==> config.mk <==
export PLATFORM = sky130hd
export DESIGN_NAME = ser5_serializer
export DESIGN_NICKNAME = d
export VERILOG_FILES = /design/src/rtl/ser5_pkg.sv /design/src/rtl/ser5_index_ctr.sv /design/src/rtl/ser5_shift_path.sv /design/src/rtl/ser5_ctl.sv /design/src/rtl/ser5_serializer.sv
export SDC_FILE = /design/constraint.sdc
export NUM_CORES = 1
export LEC_CHECK = 0
export ABC_AREA = 1
export CAP_MARGIN = 20
export CORE_MARGIN = 2
export CORE_UTILIZATION = 34
export CTS_CLUSTER_DIAMETER = 60
export DETAILED_ROUTE_END_ITERATION = 8
export HOLD_SLACK_MARGIN = 0.08
export PLACE_DENSITY = 0.6
export REMOVE_ABC_BUFFERS = 1
export SLEW_MARGIN = 20
export SYNTH_ARGS = -nofsm -noshare
export SYNTH_HDL_FRONTEND = slang
export SYNTH_SLANG_ARGS = --single-unit
==> constraint.sdc <==
create_clock -name clk -period 2.8 [get_ports clk]
set_clock_uncertainty 0.1 [all_clocks]
set_input_delay 0.56 -clock clk [delete_from_list [all_inputs] [get_ports clk]]
set_output_delay 0.56 -clock clk [all_outputs]
set_load 0.05 [all_outputs]
==> src/rtl/ser5_pkg.sv <==
package ser5_pkg;

  // Position that follows cur within a word of w bits; wraps to 0 after w-1.
  function automatic int unsigned next_pos(int unsigned cur, int unsigned w);
    return (cur + 1 >= w) ? 0 : cur + 1;
  endfunction

  // Index of the final bit of a word of w bits.
  function automatic int unsigned final_pos(int unsigned w);
    return w - 1;
  endfunction

endpackage

==> src/rtl/ser5_index_ctr.sv <==
module ser5_index_ctr #(
  parameter int WORD_W = 5,
  parameter int IDX_W  = 3
) (
  input  logic             clk,
  input  logic             rst,
  input  logic             advance,
  output logic [IDX_W-1:0] idx_q,
  output logic             at_boundary,
  output logic             at_last
);
  import ser5_pkg::*;

  assign at_boundary = (idx_q == '0);
  assign at_last     = (idx_q == IDX_W'(final_pos(WORD_W)));

  always_ff @(posedge clk) begin
    if (rst) begin
      idx_q <= '0;
    end else if (advance) begin
      idx_q <= IDX_W'(next_pos(int'(idx_q), WORD_W));
    end
  end
endmodule

==> src/rtl/ser5_shift_path.sv <==
module ser5_shift_path #(
  parameter int WORD_W = 5
) (
  input  logic              clk,
  input  logic              rst,
  input  logic              load,
  input  logic              shift,
  input  logic [WORD_W-1:0] din,
  output logic              sdo_q
);
  logic [WORD_W-1:0] hold_q;

  always_ff @(posedge clk) begin
    if (rst) begin
      hold_q <= '0;
      sdo_q  <= 1'b0;
    end else if (load) begin
      sdo_q  <= din[0];
      hold_q <= din >> 1;
    end else if (shift) begin
      sdo_q  <= hold_q[0];
      hold_q <= hold_q >> 1;
    end else begin
      sdo_q  <= 1'b0;
    end
  end
endmodule

==> src/rtl/ser5_ctl.sv <==
module ser5_ctl (
  input  logic clk,
  input  logic rst,
  input  logic at_boundary,
  input  logic at_last,
  input  logic valid_in,
  output logic start,
  output logic advance,
  output logic busy_q,
  output logic done_q
);
  assign start   = at_boundary & valid_in;
  assign advance = start | ~at_boundary;

  always_ff @(posedge clk) begin
    if (rst) begin
      busy_q <= 1'b0;
      done_q <= 1'b0;
    end else begin
      busy_q <= advance;
      done_q <= advance & at_last;
    end
  end
endmodule

==> src/rtl/ser5_serializer.sv <==
module ser5_serializer #(
  parameter int WORD_W = 5
) (
  input  logic              clk,
  input  logic              rst,
  input  logic [WORD_W-1:0] par_word,
  input  logic              word_valid,
  output logic              ser_bit,
  output logic              sending,
  output logic              word_done
);
  localparam int IDX_W = (WORD_W > 1) ? $clog2(WORD_W) : 1;

  logic [IDX_W-1:0] idx_q;
  logic             at_boundary;
  logic             at_last;
  logic             word_start;
  logic             advance;
  logic             mid_shift;

  assign mid_shift = advance & ~word_start;

  ser5_ctl u_ctl (
    .clk         (clk),
    .rst         (rst),
    .at_boundary (at_boundary),
    .at_last     (at_last),
    .valid_in    (word_valid),
    .start       (word_start),
    .advance     (advance),
    .busy_q      (sending),
    .done_q      (word_done)
  );

  ser5_index_ctr #(.WORD_W(WORD_W), .IDX_W(IDX_W)) u_idx (
    .clk         (clk),
    .rst         (rst),
    .advance     (advance),
    .idx_q       (idx_q),
    .at_boundary (at_boundary),
    .at_last     (at_last)
  );

  ser5_shift_path #(.WORD_W(WORD_W)) u_path (
    .clk   (clk),
    .rst   (rst),
    .load  (word_start),
    .shift (mid_shift),
    .din   (par_word),
    .sdo_q (ser_bit)
  );
endmodule

# Word level (Yosys, flattened, before mapping)
# Index checks and enable logic that the tools add are counted.
[word_totals]
regBits = 10
inputBits = 8
word_cells = 21
[classes]
add_sub_neg = 1
n_lt_le_gt_ge = 1
eq_ne = 1
n_mux = 5
reduce_logical = 2
bitwise = 6
[ops]
columns = ["operator", "n"]
rows = [
  ["$mux W4", 2],
  ["$add A3 B1 Y4 const B", 1],
  ["$ge A4 B3 Y1 const B", 1],
  ["$and A1 B1 Y1", 3],
  ["$eq A3 B3 Y1 const B", 1],
  ["$logic_not A3 Y1", 1],
  ["$mux W3", 1],
  ["$mux W1", 2],
  ["$not A1 Y1", 2],
  ["$reduce_bool A2 Y1", 1],
  ["$or A1 B1 Y1", 1],
]

# Logic depth before layout (Yosys ltp)
[logic_depth]
word_depth = 6
mapped_depth = 8
mapped_depth_nobuf = 8

# Modules after synthesis
# Synthesis repeated with hierarchy kept, for this count alone.
[unflattened]
hier_cells = 75
hier_area_um2 = 495.5
[modules_own_cells]
columns = ["module", "cells_per_inst", "instances", "area_per_inst_um2"]
rows = [
  ["ser5_shift_path", 35, 1, 220.2],
  ["ser5_index_ctr", 29, 1, 190.2],
  ["ser5_ctl", 9, 1, 75.1],
  ["ser5_serializer", 2, 1, 10.0],
]

# Worst setup path before layout
# No wires, ideal clock.
[synth_path]
kind = "flip-flop to flip-flop"
from = "register u_idx.idx_q[0]"
to = "register u_path.hold_q[0]"
setup_time_ns = 0.124
arrival_ns = 1.032
stages_incl_launch_ff = 9
required_ns = 2.576
setup_slack_ns = 1.544
n_path_buf = 0
synth_period_minus_slack_ns = 1.256
cell_sequence = "dfxtp_1 inv_1 ha_1 inv_2 nor2_4 nand2_2 nor2_1 nor2_1 nor2_1"
[synth_via]
elab_chain_len = 5
[synth_lines]
columns = ["element", "line_no", "rtl"]
rows = [
  ["start, declared", "ser5_index_ctr.sv:8", "output logic [IDX_W-1:0] idx_q,"],
  ["start signal, assigned", "ser5_index_ctr.sv:21", "idx_q <= IDX_W'(next_pos(int'(idx_q), WORD_W));"],
  ["$logic_not A3 Y1 (*)", "ser5_index_ctr.sv:14", "assign at_boundary = (idx_q == '0);"],
  ["$and A1 B1 Y1 or $not A1 Y1 (tied branches)", "ser5_ctl.sv:12, ser5_ctl.sv:13", ""],
  ["$or A1 B1 Y1 or $not A1 Y1 (tied branches)", "ser5_ctl.sv:13, ser5_serializer.sv:21", ""],
  ["$and A1 B1 Y1", "ser5_serializer.sv:21", "assign mid_shift = advance & ~word_start;"],
  ["$reduce_bool A2 Y1 (no line)", "n/a", ""],
  ["end signal, assigned", "ser5_shift_path.sv:19", "hold_q <= din >> 1;"],
  ["end signal, assigned", "ser5_shift_path.sv:22", "hold_q <= hold_q >> 1;"],
  ["end, declared", "ser5_shift_path.sv:11", "logic [WORD_W-1:0] hold_q;"],
]
# Every way passes the cells marked *; elsewhere a longest branch is shown, timed or not.
# A chain may end at the register's enable or synchronous reset.

# Worst setup path after layout
[layout_path]
from = "register u_path.sdo_q"
to = "output port ser_bit"
[layout_lines]
columns = ["element", "line_no", "rtl"]
rows = [
  ["start, declared", "ser5_shift_path.sv:9", "output logic sdo_q"],
  ["start signal, assigned", "ser5_shift_path.sv:18", "sdo_q <= din[0];"],
  ["start signal, assigned", "ser5_shift_path.sv:21", "sdo_q <= hold_q[0];"],
  ["end, declared", "ser5_serializer.sv:8", "output logic ser_bit,"],
]
# No word-level cell between the ends.

==> impl_metrics.tcl <==
set metrics [dict create \
    status "finished clean" \
    place.gp.congestion 0.790 \
    grt_pass1_vias 320 \
    ys_ff_latch 10 \
    n_antenna_cell 0 \
    ir_worst_vdd_mv 0.268 \
    endpoint_kind "primary output" \
    antenna_left 0 \
    antenna_found_initial 0 \
    drt-vias-per-instance 4.29 \
    hp-class "reg2reg" \
    p_leak_uw 0.000273 \
    drv_cap 0 \
    start_kind "flip-flop" \
    cts_hold_buffers 0 \
    numCtsBuffers 3 \
    route.detailed.drc 0 \
    yosysWarningCount 0 \
    clockRootBuffer "clkbuf_4" \
    synth_most_common_cell "nand2_1" \
    p_per_area_nw_per_um2 719 \
    syn_area_per_cell_sq_um 6.79 \
    postPlaceCellArea_sq_um 577 \
    grt_pass1_wl_um 1350 \
    hold_ws_ns 0.368 \
    die_h_um 40.9 \
    slowest_delay_ns 0.79 \
    htreeDepth 1 \
    overflow 0 \
    dieArea_sq_um 1670 \
    rsz0062_at_grt "no" \
    fin_area_sq_um 613 \
    crit_chain "clkdlybuf4s50_1" \
    place_inst 92 \
    yosysTopAreaCellShare_pct 43.4 \
    path_delay_family "buffers and inverters" \
    grt_max_degree 9 \
    setup_slack_ns 0.778 \
    drt_iter0_markers 14 \
    maxSlewHeadroom_pct 67.4 \
    nets 92 \
    die_x_um 40.9 \
    async_flop_share_pct 0 \
    worst-setup-path-type "reg2out" \
    cts.clk_slew.worst_paths_ns 0.07 \
    tightestPinTransition_ns 0.487 \
    io_buffers 10 \
    synth_area_leaders "dfxtp_1 43%, nand2_1 14%, nor2_1 11%" \
    cpMaxStageDelayCell "clkdlybuf4s50_1" \
    synth_ff_type "dfxtp_1" \
    required_ns 2.14 \
    syn_inst 68 \
    area_growth_syn_to_layout_pct 32.8 \
    dp_hpwl_um 648 \
    row_count 13 \
    drt-total-wl_um 833 \
    crit_arrival_ns 1.36 \
    num_io_pins 11 \
    drt-pass1-iter-count 4 \
    synth_edf_count 0 \
    final_cells 96 \
    critPathBufInv 1 \
    wl_per_cell_um 8.68 \
    synth.largest_area_cell "dfxtp_1" \
    dp_slack_ns 1.06 \
    fin_tns_setup_ns 0 \
    hold_violations 0 \
    synth.distinct_cells 13 \
    fin_crit_ns 2.02 \
    slew_viol_final 0 \
    final_layout_size_suffix_gt1_share_pct 11.1 \
    cts_buffer_depth 2 \
    numClockSinks 10 \
    grtUsageTotal_pct 13.4 \
    fmax_mhz 495 \
    cts_tree "built" \
    post-route-period-util_pct 72.2 \
    crit_fanout 1 \
    syn_area_sq_um 462 \
    clkLatencyLatePin_ns 0.27 \
    yosys-top-cells-count "17 x nand2_1, 14 x nor2_1, 10 x dfxtp_1" \
    setup_viol 0 \
    cts_resized 0 \
    start_util_pct 35.9 \
    cts_setup_buffers 0 \
    num_vias 412 \
    core_sq_um 1280 \
    yosysSeqAreaShare_pct 43.4 \
]
## state kept, by name, indices dropped and copies added (netlist names)
name and count:
u_idx.idx_q 3, u_path.sdo_q 1, u_ctl.done_q 1, u_path.hold_q 4
u_ctl.busy_q 1
## power breakdown
group | internal (uW) | switching (uW)
clock | 78.9 | 50.0
sequential | 162 | 12.4
combinational | 52.4 | 85.5
## layer usage
| layer | vias up | share of wire [%] | GRT usage (%) |
|---|---|---|---|
| met1 | 168 | 48 | 15.1 |
| met2 | 9 | 44 | 19.1 |
| met5 | - | 0 | 0 |
| li1 | 233 | - | - |
| met4 | 0 | 2.3 | 7.50 |
| met3 | 2 | 5.4 | 8.15 |
## cells by family after synthesis
kind of cell / Yosys count / share of synthesized area (%)
buf+inv: 11 / 8.94
simple gates: 41 / 37.9
flops: 10 / 43.4
compound gates: 4 / 4.33
fa+ha+maj: 2 / 5.42
## cells in the final DEF, fill, tap and decap left out, drive strengths merged
cell type | netlist | routed
a21oi | 3 | 3
clkbuf | 1 | 4
clkdlybuf4s50 | 0 | 10
dfxtp | 10 | 10
ha | 2 | 2
inv | 10 | 10
nand2 | 19 | 19
nand3 | 5 | 5
nor2 | 15 | 15
nor3 | 2 | 2
o21ai | 1 | 1
## worst reg2reg max path: stages (launching register included)
cell,delay [ns]
dfxtp_1,0.39
inv_1,0.06
ha_1,0.25
inv_2,0.09
nor2_4,0.04
nand2_2,0.12
nor2_1,0.05
nor2_1,0.11
nor2_1,0.04
## per-stage QoR
stage                     utilization, %  total power, uW
after floorplan                        -              279
after global placement              44.9              316
after detailed placement            44.9              316
after CTS                           47.7              447
after global routing                47.7              476
final                               47.7              441
## cell type report
type / count / area (sq um)
Timing Repair Buffer: 10 / 100
Clock buffer: 4 / 36.3
Tap cell: 15 / 18.8
Sequential cell: 10 / 200
Multi-Input combinational cell: 47 / 220
Inverter: 10 / 37.5
Fill cell: 133 / 672
## path summary, 6_finish.rpt
| path | cells after the start | start | to | slack (ns) |
|---|---|---|---|---|
| setup / recovery | 1 | u_path.sdo_q$_SDFF_PP0_ | ser_bit | 0.78 |
| hold / removal | 2 | u_path.hold_q[3]$_SDFFE_PP0P_ | u_path.hold_q[3]$_SDFFE_PP0P_ | 0.37 |
| setup reg to reg | 8 | u_idx.idx_q[0]$_SDFFE_PP0P_ | u_path.hold_q[1]$_SDFFE_PP0P_ | 1.42 |
| hold reg to reg | 2 | u_path.hold_q[3]$_SDFFE_PP0P_ | u_path.hold_q[3]$_SDFFE_PP0P_ | 0.37 |
Power figures use the tool's default switching activity.
